File: config.mk
export PLATFORM = sky130hd
export DESIGN_NAME = line_state_detector
export DESIGN_NICKNAME = d
export VERILOG_FILES = /design/src/rtl/lsd_pkg.sv /design/src/rtl/lsd_lowpass.sv /design/src/rtl/lsd_debounce.sv /design/src/rtl/lsd_irq.sv /design/src/rtl/line_state_detector.sv
export SDC_FILE = /design/constraint.sdc
export NUM_CORES = 1
export LEC_CHECK = 0
export BUFFER_PORTS_ARGS = -buffer_cell sky130_fd_sc_hd__buf_2
export CAP_MARGIN = 30
export CORE_UTILIZATION = 65
export DETAILED_ROUTE_END_ITERATION = 6
export PLACE_DENSITY = 0.95
export SYNTH_ARGS = -nofsm -noshare
export SYNTH_HDL_FRONTEND = slang
export SYNTH_SLANG_ARGS = --single-unit
export TNS_END_PERCENT = 50
File: constraint.sdc
create_clock -name clk -period 18.94 [get_ports clk]
set_clock_uncertainty 0.1 [all_clocks]
set_input_delay 3.788 -clock clk [delete_from_list [all_inputs] [get_ports clk]]
set_output_delay 3.788 -clock clk [all_outputs]
set_load 0.1 [all_outputs]
File: src/rtl/lsd_pkg.sv
package lsd_pkg;
  // coefficient selection for the shared filter
  typedef enum logic {
    SEL_LOOP = 1'b0,
    SEL_RING = 1'b1
  } det_sel_e;

  localparam int unsigned LSD_DBW      = 7;
  localparam int unsigned LSD_DB_RESET = 10;
endpackage

File: src/rtl/lsd_lowpass.sv
module lsd_lowpass #(
  parameter int unsigned W    = 16,
  parameter int unsigned FRAC = 15
) (
  input  logic                clk,
  input  logic                rst,
  input  logic                smp_valid,
  input  logic signed [W-1:0] smp,
  input  logic signed [W-1:0] coef,
  output logic signed [W-1:0] y_q,
  output logic signed [W-1:0] y_nxt
);
  localparam int unsigned PW = 2*W + 1;
  localparam logic signed [PW-1:0] MAXV = PW'((2**(W-1)) - 1);
  localparam logic signed [PW-1:0] MINV = -MAXV - PW'(1);

  logic signed [PW-1:0] smp_e, y_e, coef_e, diff_e, prod_e, sum_e;

  always_comb begin
    smp_e  = {{(W+1){smp[W-1]}}, smp};
    y_e    = {{(W+1){y_q[W-1]}}, y_q};
    coef_e = {{(W+1){coef[W-1]}}, coef};
    diff_e = smp_e - y_e;
    prod_e = diff_e * coef_e;
    sum_e  = (prod_e >>> FRAC) + y_e;
    if (sum_e > MAXV)      y_nxt = MAXV[W-1:0];
    else if (sum_e < MINV) y_nxt = MINV[W-1:0];
    else                   y_nxt = sum_e[W-1:0];
  end

  always_ff @(posedge clk) begin
    if (rst)            y_q <= '0;
    else if (smp_valid) y_q <= y_nxt;
  end

  AST_FILT_HOLD: assert property (@(posedge clk) disable iff (rst)
    !smp_valid |=> $stable(y_q));
endmodule

File: src/rtl/lsd_debounce.sv
module lsd_debounce #(
  parameter int unsigned W      = 16,
  parameter int unsigned DBW    = lsd_pkg::LSD_DBW,
  parameter int unsigned DB_RST = lsd_pkg::LSD_DB_RESET
) (
  input  logic                clk,
  input  logic                rst,
  input  logic                step,
  input  logic signed [W-1:0] filt_nxt,
  input  logic signed [W-1:0] thresh,
  input  logic                deb_load,
  input  logic [DBW-1:0]      deb_len,
  output logic                raw_q,
  output logic                det_q,
  output logic                det_chg
);
  logic [DBW-1:0] len_q, cnt_q, len_eff;
  logic [DBW:0]   cnt_inc;
  logic           cmp, differ, flip;

  always_comb begin
    len_eff = (len_q == '0) ? DBW'(1) : len_q;
    cmp     = filt_nxt > thresh;
    differ  = cmp != det_q;
    cnt_inc = {1'b0, cnt_q} + (DBW+1)'(1);
    flip    = step && differ && (cnt_inc >= {1'b0, len_eff});
    det_chg = flip;
  end

  always_ff @(posedge clk) begin
    if (rst) begin
      len_q <= DBW'(DB_RST);
      raw_q <= 1'b0;
      det_q <= 1'b0;
      cnt_q <= '0;
    end else begin
      if (deb_load) len_q <= deb_len;
      if (step) begin
        raw_q <= cmp;
        if (!differ) begin
          cnt_q <= '0;
        end else if (flip) begin
          det_q <= cmp;
          cnt_q <= '0;
        end else begin
          cnt_q <= cnt_inc[DBW-1:0];
        end
      end
    end
  end

  AST_DET_TAKES_RAW: assert property (@(posedge clk) disable iff (rst)
    (det_q != $past(det_q)) |-> (det_q == raw_q));
  AST_IDLE_COUNT: assert property (@(posedge clk) disable iff (rst)
    (det_q == raw_q) |-> (cnt_q == '0));
  AST_DET_HOLD: assert property (@(posedge clk) disable iff (rst)
    !step |=> ($stable(det_q) && $stable(raw_q)));
endmodule

File: src/rtl/lsd_irq.sv
module lsd_irq #(
  parameter bit REG_OUT = 1'b0
) (
  input  logic clk,
  input  logic rst,
  input  logic set,
  input  logic clr,
  input  logic en,
  output logic pend_q,
  output logic irq
);
  always_ff @(posedge clk) begin
    if (rst)      pend_q <= 1'b0;
    else if (set) pend_q <= 1'b1;
    else if (clr) pend_q <= 1'b0;
  end

  generate
    if (REG_OUT) begin : g_reg
      logic irq_q;
      always_ff @(posedge clk) begin
        if (rst) irq_q <= 1'b0;
        else     irq_q <= pend_q & en;
      end
      assign irq = irq_q;
    end else begin : g_comb
      assign irq = pend_q & en;
    end
  endgenerate

  AST_SET_WINS: assert property (@(posedge clk) disable iff (rst)
    set |=> pend_q);
  AST_CLEAR_W1: assert property (@(posedge clk) disable iff (rst)
    (clr && !set) |=> !pend_q);
endmodule

File: src/rtl/line_state_detector.sv
module line_state_detector #(
  parameter int unsigned W    = 16,
  parameter int unsigned FRAC = 15,
  parameter int unsigned DBW  = lsd_pkg::LSD_DBW
) (
  input  logic                clk,
  input  logic                rst,
  input  logic                smp_valid,
  input  logic signed [W-1:0] smp,
  input  logic                sel_ring,
  input  logic signed [W-1:0] coef_loop,
  input  logic signed [W-1:0] coef_ring,
  input  logic signed [W-1:0] thresh,
  input  logic                deb_load,
  input  logic [DBW-1:0]      deb_len,
  input  logic                irq_en,
  input  logic                irq_clr,
  output logic signed [W-1:0] filt_out,
  output logic                raw_det,
  output logic                det_status,
  output logic                irq_pending,
  output logic                irq
);
  import lsd_pkg::*;

  det_sel_e            sel;
  logic signed [W-1:0] coef_sel, y_nxt;
  logic                det_chg;

  assign sel      = det_sel_e'(sel_ring);
  assign coef_sel = (sel == SEL_RING) ? coef_ring : coef_loop;

  lsd_lowpass #(.W(W), .FRAC(FRAC)) u_lpf (
    .clk(clk), .rst(rst), .smp_valid(smp_valid), .smp(smp),
    .coef(coef_sel), .y_q(filt_out), .y_nxt(y_nxt)
  );

  lsd_debounce #(.W(W), .DBW(DBW), .DB_RST(LSD_DB_RESET)) u_deb (
    .clk(clk), .rst(rst), .step(smp_valid), .filt_nxt(y_nxt),
    .thresh(thresh), .deb_load(deb_load), .deb_len(deb_len),
    .raw_q(raw_det), .det_q(det_status), .det_chg(det_chg)
  );

  lsd_irq #(.REG_OUT(1'b0)) u_irq (
    .clk(clk), .rst(rst), .set(det_chg), .clr(irq_clr), .en(irq_en),
    .pend_q(irq_pending), .irq(irq)
  );

  AST_PEND_ON_CHANGE: assert property (@(posedge clk) disable iff (rst)
    (det_status != $past(det_status)) |-> irq_pending);
  AST_RAW_NEEDS_SAMPLE: assert property (@(posedge clk) disable iff (rst)
    (raw_det != $past(raw_det)) |-> $past(smp_valid));
endmodule

Word level (Yosys, flattened, before mapping)

Cells that the tools add are included.

Bits in registers: 33
Logic and storage cells: 29
Latch bits: 0
Bits of input ports: 78
RAM bits: 0
Memory bits (read-only): 0
Memories kept: 0
Output and inout port bits: 20

Reduce and logical (&&, ||, !) cells: 5
Equality and inequality tests: 1
$mul: 1
Bitwise logic cells: 1
Add/sub/neg operators: 3
Magnitude comparators: 4
Shifts and indexed selects: 0
Multiplexer cells: 8
Divide/modulo/power cells: 0

Operators by type and width:

| kind                 | number |
|---|---|
| $mux 16              | 3 |
| $gt 33x16->1 const B | 1 |
| $lt 33x16->1 const B | 1 |
| $mul 17x16->33       | 1 |
| $mux 7               | 3 |
| $add 18x16->19       | 1 |
| $sub 16x16->17       | 1 |
| $gt 16x16->1         | 1 |
| $add 7x1->8 const B  | 1 |
| $ge 8x7->1           | 1 |
| $logic_not 7->1      | 1 |
| $reduce_and 3->1     | 1 |
| $logic_and 1x1->1    | 2 |
| $mux 1               | 2 |
| $reduce_bool 2->1    | 1 |
| $and 1x1->1          | 1 |
| $ne 1x1->1           | 1 |

Depth between registers and ports, before layout

Gate-level depths: netlist (run 1).

Word-level depth: 12
Depth in mapped cells: 55
Mapped depth without buffers: 50

Hierarchy

From an unflattened synthesis (run 1), not the netlist that was laid out.

Cells, all modules: 1745
Area, all modules: 14759.2 um^2

By module, submodules not included:

| module              | sequential area each (um^2) | area an instance (um^2) | cells an instance | instances |
|---|---|---|---|---|
| lsd_lowpass         | 320.3                       | 13120.1                 | 1556              | 1 |
| lsd_debounce        | 320.3                       | 1345.0                  | 166               | 1 |
| line_state_detector | 0.0                         | 249.0                   | 18                | 1 |
| lsd_irq             | 20.0                        | 45.0                    | 5                 | 1 |

Least setup slack after synthesis (run 1)

Ideal clock, no wire load.

Path type: input port to flip-flop
Start: in smp[0]
End: reg u_irq.pend_q
Buffers on the path: 4
Slack: 3.788 ns
Arrival: 14.924 ns
Stages on the path: 51
Required time: 18.713 ns
Library setup time: 0.127 ns
Cell sequence: inv_1 ha_1 fa_1 nor2b_1 o21ai_0 a211oi_1 o31ai_1 o21ai_1 o21ai_1 a31o_2 clkbuf_1 nand2_1 fa_1 inv_1 fa_1 xnor2_1 xnor2_1 fa_1 [... 15 more ...] a21oi_1 nand3_1 o21ai_0 or4b_4 nand2_1 o31a_1 buf_2 o21ai_1 ha_1 nand4_1 or3_1 nor3_1 o22ai_1 or3_1 and2_1 clkbuf_1 a32oi_1 nor2_1

Longest elaborated chain between the ends: 11
Elaborated cells between the ends (all ways): 13
Classes of those cells: 2 x add/sub; 1 x mul; 3 x order compare; 1 x eq/ne; 3 x mux; 3 x reduce/logical

Ends and longest elaborated chain:

| what                                               | RTL line                 | text |
|---|---|---|
| start, declared                                    | line_state_detector.sv:9 | `input logic signed [W-1:0] smp,` |
| $sub 16x16->17 *                                   | lsd_lowpass.sv:23        | `diff_e = smp_e - y_e;` |
| $mul 17x16->33 *                                   | lsd_lowpass.sv:24        | `prod_e = diff_e * coef_e;` |
| $add 18x16->19 *                                   | lsd_lowpass.sv:25        | `sum_e = (prod_e >>> FRAC) + y_e;` |
| $lt 33x16->1                                       | lsd_lowpass.sv:27        | `else if (sum_e < MINV) y_nxt = MINV[W-1:0];` |
| $mux 16                                            | lsd_lowpass.sv:27        |  |
| $mux 16 *                                          | lsd_lowpass.sv:26        | `if (sum_e > MAXV) y_nxt = MAXV[W-1:0];` |
| net u_deb.filt_nxt[15]                             | lsd_debounce.sv:9        | `input logic signed [W-1:0] filt_nxt,` |
| $gt 16x16->1 *                                     | lsd_debounce.sv:23       | `cmp = filt_nxt > thresh;` |
| $ne 1x1->1 *                                       | lsd_debounce.sv:24       | `differ = cmp != det_q;` |
| $logic_and 1x1->1 * (2 in series)                  | lsd_debounce.sv:26       | `flip = step && differ && (cnt_inc >= {1'b0, len_eff});` |
| $mux 1 / $reduce_bool 2->1 (equally long branches) | -                        |  |
| end signal, assigned                               | lsd_irq.sv:13            | `if (rst) pend_q <= 1'b0;` |
| end signal, assigned                               | lsd_irq.sv:14            | `else if (set) pend_q <= 1'b1;` |
| end signal, assigned                               | lsd_irq.sv:15            | `else if (clr) pend_q <= 1'b0;` |
| end, declared                                      | lsd_irq.sv:9             | `output logic pend_q,` |

Mark *: on every way through the listed nets, which the timed path passes. The rest lies on a longest branch.
A chain may end at the register's enable or synchronous reset.

Worst setup path after layout (run 1)

Ends and elaborated chain as after synthesis.

==> results.md, run 1 <==
* Detailed-route wire length on metal 1 at 13.1 mm
* FF-to-FF End: u_irq.pend_q
* Total die area at 22600 sq um
* Number of placement rows at 53
* CTS tree: done
* First-pass GRT wire length at around 64 mm
* First drt pass iteration count at 7
* Vias per inst at 6.19
* Number of instances in the synthesized netlist at 1678
* Antenna violations before repair at 0
* TritonCTS Buffers at 5
* Initial cell density of the core at 0.672
* Via count at 12600
* Grt ovf at 0
* Cell occurring most often along the worst timing path: fa_1
* DR DRC count at 2
* WP data required at between 15 and 20 ns
* Synth unique cells at between 70 and 80
* Max Root-Sink Buffers at 2
* Area leader, netlist: fa_1
* R2R Setup Slk at between 5 and 6 ns
* Type of the worst min-delay path: reg -> reg
* Sort of element at the start of the critical path: input port
* Slew Viols, Final at 0
* Flops & latches, synth at 33
* CTS hold repair buffers at 0
* Number of diodes added for antenna fixing at 0
* CTS resizes at 0
* Part of the Yosys area used for sequential elements at 0.0462
* Result of the run: complete, but fails checks
* Total wire length at 39.5 mm
* CP endpoint kind: flip-flop
* Insertion delay to the later sink of the worst-skew pair at 0.28 ns
* Setup-failing EPs final at 0
* Yosys Warn Count at 0
* Post-synth EDFFs at 0
* Synthesis-to-layout area growth at 6.69%
* Highest signal layer in the routed design: met4
* Detailed Place HPWL at 32.6 mm
* Time the worst path needs with I/O delays and setup at 16.90 ns
* Cell type group with the largest total delay on the critical path: compound AO/OA/AOI/OAI gates
* Worst min-delay path startpoint: u_deb.raw_q
* Met3 wire len at 4.03 mm
* Number of non-filler instances in the completed layout at 2029
* Worst hold path cell count at 2
* Startpoint of the worst-slack reg-to-reg timing path: u_lpf.y_q[1]
* Die outline height at 150 microns
* Setup_tns at 0 ns
* Worst slew margin relative to its limit at 0.253
* Worst endpoint data arrival time at around 17 ns
* FF-to-FF path depth at 46
* Slew @ Worst Pin at 1.09 ns
* Top cell types by occurrence after synthesis: 363 x inv_1, 271 x fa_1, 181 x nor2_1
* Max capacitance violation total at 0
* Net count of the mapped netlist at 2169
* Hold worst-path end: u_deb.raw_q
* Routed met2 length at roughly 19 mm
* Final period util at 0.893
* Fraction of final layout cells with drive strength greater than 1 at 0.0986
* Sinks on Clock Net at 33
* Clock-pin slew on the worst setup and hold paths at 0.06 ns
* Standard cell core area at 21300 sq um
* Global placement routability congestion at 1.02
* Share of Yosys cell area claimed by the top area cell type at 0.379
* Maximum number of pins on one net before global-route repair at 35
* Maximum fanout count along the critical path at 15
* Number of setup buffers added after CTS at 0
* Final Hold Fails at 0
* Violated checks: DRC
* Synth top area cells: fa_1 38%, ha_1 12%, inv_1 9.5%
* IO buf count at 97
* Unrepaired setup endpoints after global routing: false
* Most numerous cell in the Yosys netlist: inv_1
* CTS H-tree depth at 2
* Post-synthesis async set-or-reset flop share at 0
* Number of global-route vias before repair at 13300
* Leading register cell type out of synthesis: dfxtp_1
* Post-synthesis instance area at 14300 sq um
* Nets at 2244
* First DRT Iteration DRCs at 1109
* Clock root buffer: clkbuf_16
* Die boundary width at 150 microns
* Critical path class: in -> reg
* Maximum single-stage delay on the critical path at 0.90 ns
* Post-DRT Antenna Nets at 0
* Total global routing track utilization at 0.367
* Number of top-level pins at 98
* Post-DR wirelength/cell at 19.4 microns
* Mapped Avg Cell Area at between 8 and 9 sq um
* Crit path buf inv count at 4
* # placed instances at approximately 2000
* Crit-path slowest cell: xnor2_1
* Max frequency at 59.2 MHz
[layout make-up]
class | count | area, sq um
repair buffers | 125 | 696
fillers | 1436 | 6020
clock buffers | 5 | 125
flip-flops and latches | 33 | 661
well taps | 275 | 344
inverters | 363 | 1360
clock inverters | 3 | 22.5
multi-input cells | 1225 | 12100
[how the worst max path moves through the flow]
stage	startpoint	endpoint	slack (ns)	cells past startpoint
finish	smp[0]	u_irq.pend_q	2.04	45
global route	smp[1]	u_irq.pend_q	1.35	46
CTS	smp[0]	u_irq.pend_q	2.31	45
detailed placement	smp[1]	u_irq.pend_q	2.09	46
global placement	smp[1]	u_irq.pend_q	2.53	46
floorplan	smp[0]	u_irq.pend_q	3.79	51
[routing by layer]
metal,track usage,up-vias
met3,0.0861,299
met2,0.622,827
met4,0.256,0
met1,0.407,5976
met5,0,-
li1,-,5466
[worst min-delay path, cell delays in order (launching register included)]
cell and delay, ns:
dfxtp_1 0.31, nor2_1 0.09, a211oi_1 0.06
[sequential cells by signal, indices dropped and copies added (netlist names)]
name          count
u_deb.len_q       7
u_lpf.y_q        16
u_deb.det_q       1
u_deb.cnt_q       7
u_irq.pend_q      1
u_deb.raw_q       1
[per-stage QoR]
| stage | hold WS, ns | worst slack, ns | util | area (sq um) |
|---|---|---|---|---|
| floorplan | 0.360 | 3.79 | - | 14300 |
| global placement | 0.370 | 2.53 | 0.709 | 15100 |
| detailed placement | 0.396 | 2.09 | 0.710 | 15100 |
| CTS | 0.405 | 2.31 | 0.717 | 15300 |
| global route | 0.435 | 1.35 | 0.717 | 15300 |
| finish | 0.407 | 2.04 | 0.717 | 15300 |
[logic make-up (layout without fill, tap and decap cells)]
group                    Yosys count  after routing  share of synthesized area
flip-flops                        33             33                     0.0462
buffers and inverters            420            496                      0.112
AND/OR/NAND/NOR                  457            457                      0.140
multiplexers                      33             33                     0.0244
adder cells (fa/ha/maj)          415            415                      0.505
AO/OA/AOI/OAI                    231            231                      0.118
XOR/XNOR                          89             89                     0.0550
[placed cells by master, fill, tap and decap left out, types with 7 or more instances in the layout]
cell and n:
fa_1 271, a21oi_1 33, nor2_1 181, buf_2 97
nor3_1 24, o21ai_1 23, a211oi_1 12, xnor2_1 56
dfxtp_1 33, a221o_1 15, nor2b_1 7, mux2i_1 20
xor2_1 32, mux2_2 10, and2_1 7, nand3_1 22
nand2_1 151, a31oi_1 24, inv_1 363, o21bai_1 7
o21ai_0 30, a21o_1 20, buf_4 28, ha_1 142
nand2b_1 22
Power of run 1 is not shown: default switching activity piles up to over one toggle a cycle in this logic, so the estimate is an artifact.
==> run 2, diff against run 1 <==
--- a/config.mk
+++ b/config.mk
@@ -6,7 +6,7 @@
 export NUM_CORES = 1
 export LEC_CHECK = 0
 export BUFFER_PORTS_ARGS = -buffer_cell sky130_fd_sc_hd__buf_2
-export CAP_MARGIN = 30
+export CAP_MARGIN = 20
 export CORE_UTILIZATION = 65
 export DETAILED_ROUTE_END_ITERATION = 6
 export PLACE_DENSITY = 0.95
==> constraint.sdc (replaced) <==
create_clock -name clk -period 20.9 [get_ports clk]
set_clock_uncertainty 0.1 [all_clocks]
set_input_delay 4.18 -clock clk [delete_from_list [all_inputs] [get_ports clk]]
set_output_delay 4.18 -clock clk [all_outputs]
set_load 0.1 [all_outputs]
==> results.md, run 2 (synthesis gave the netlist of run 1 again) <==
* Result of the run: completed
* Final period util at 0.841
* R2R Setup Slk at 6.75 ns
* Total global routing track utilization at 0.371
* CTS resizes at 0
* Largest regs: u_lpf.y_q x16, u_deb.cnt_q x7, u_deb.len_q x7
* Vias per inst at 6.22
* Sort of element at the start of the critical path: input port
* Number of diodes added for antenna fixing at 0
* DR DRC count at 0
* Slew Viols, Final at 0
* Total wire length at 40.1 mm
* Nets at 2243
* Met3 GRT Util at 0.0770
* Post-DR wirelength/cell at 19.8 microns
* Sinks on Clock Net at 33
* Crit-path slowest cell: o31ai_1
* Cell type group with the largest total delay on the critical path: compound AO/OA/AOI/OAI gates
* Standard cell core area at approximately 21000 sq um
* CTS tree: done
* Max frequency at 56.9 MHz
* Crit path buf inv count at 5
* Die boundary width at around 150 microns
* Busiest layer in global routing: met2
* FF-to-FF End: u_irq.pend_q
* Die outline height at between 150 and 200 microns
* M1 GR Usage at 0.421
* Maximum number of pins on one net before global-route repair at 35
* Maximum fanout count along the critical path at 34
* Insertion delay to the later sink of the worst-skew pair at about 0.29 ns
* Number of global-route vias before repair at 13200
* Commonest cells after routing, fill and taps aside: 363 x inv_1, 271 x fa_1, 181 x nor2_1
* Number of top-level pins at 98
* FF-to-FF path depth at 46
* Max Root-Sink Buffers at 2
* Worst min-delay path startpoint: u_deb.raw_q
* Hold worst-path end: u_deb.raw_q
* Setup_tns at 0 ns
* Post-DRT Antenna Nets at 0
* CTS H-tree depth at 2
* Most common cell after layout, fill and taps aside: inv_1
* IO buf count at 97
* Max capacitance violation total at 0
* Final Hold Fails at 0
* WP data required at 20.97 ns
* Total die area at roughly 23000 sq um
* Synthesis-to-layout area growth at 6.80%
* CTS hold repair buffers at 0
* TritonCTS Buffers at 5
* Unrepaired setup endpoints after global routing: false
* Maximum single-stage delay on the critical path at roughly 0.69 ns
* Number of flip-flops under the largest register name at 16
* Detailed Place HPWL at between 30 and 40 mm
* Startpoint of the worst-slack reg-to-reg timing path: u_lpf.y_q[1]
* Time the worst path needs with I/O delays and setup at between 15 and 20 ns
* Global placement routability congestion at 1.02
* Initial cell density of the core at 0.672
* Setup-failing EPs final at 0
* Critical path class: in -> reg
* Type of the worst min-delay path: reg -> reg
* End-of-flow core utilization at 0.718
* CP endpoint kind: flip-flop
* Number of setup buffers added after CTS at 0
* First drt pass iteration count at 6
* Clock-pin slew on the worst setup and hold paths at 0.06 ns
* First-pass GRT wire length at 64.6 mm
* Antenna violations before repair at 0
* Via count at 12600
* Biggest register: u_lpf.y_q
* Worst slew margin relative to its limit at 0.279
* Cell occurring most often along the worst timing path: fa_1
* Clock root buffer: clkbuf_16
* First DRT Iteration DRCs at 1267
* Number of placement rows at 53
* Worst endpoint data arrival time at 17.65 ns
* Grt ovf at 0
* Slew @ Worst Pin at 1.05 ns
* Met2 capacity usage during global routing at 0.620
* Worst hold path cell count at 2
* Fraction of final layout cells with drive strength greater than 1 at 0.0981
==> run 2: changes by cell type in the layout (fill, tap and decap cells not counted), sizes merged <==
cell / before / now
clkinvlp: 3 / 1
bufinv: 0 / 1
buf: 125 / 124
clkinv: 0 / 1
==> run 2: cell type report <==
| cell class | count | area [sq um] |
|---|---|---|
| Multi-Input combinational cell | 1225 | 12100 |
| Fill cell | 1477 | 6000 |
| Inverter | 363 | 1360 |
| Timing Repair Buffer | 124 | 688 |
| Sequential cell | 33 | 661 |
| Tap cell | 275 | 344 |
| Clock buffer | 5 | 125 |
| Clock inverter | 3 | 46.3 |
==> run 2: metal layers <==
| metal | part of all wire | wire length (microns) |
|---|---|---|
| met1 | 0.33 | 13400 |
| met4 | 0.088 | 3530 |
| met2 | 0.48 | 19300 |
| met3 | 0.095 | 3820 |
| met5 | 0 | 0 |
==> run 2: per-stage QoR <==
step	hold WS (ns)	std cells	area, sq um	worst slack [ns]
6_report	0.393	2028	15300	3.32
4_1_cts	0.402	2023	15200	3.68
3_5_place_dp	0.393	2015	15100	3.56
5_1_grt	0.424	2028	15300	2.87
3_3_place_gp	0.370	2015	15100	4.10
2_1_floorplan	0.360	1678	14300	5.36
==> run 2: worst max-delay path by stage <==
stage	slack (ns)	cells past startpoint	endpoint	from
after detailed placement	3.56	46	u_irq.pend_q	smp[1]
final	3.32	46	u_irq.pend_q	smp[1]
after global placement	4.10	46	u_irq.pend_q	smp[1]
after global routing	2.87	46	u_irq.pend_q	smp[1]
after floorplan	5.36	51	u_irq.pend_q	smp[0]
after CTS	3.68	46	u_irq.pend_q	smp[1]
==> run 2: worst register-to-register path: cells and delay by family (launching register included) <==
kind	cells	cell delay, ns
AOI/OAI and AO/OA	18	5.45
xor gates and xnor gates	1	0.33
adders and majority gates	10	4.43
buffers and inverters	5	0.51
DFF	1	0.49
and+or+nand+nor	12	2.74
Power of run 2 is left out for the same reason.
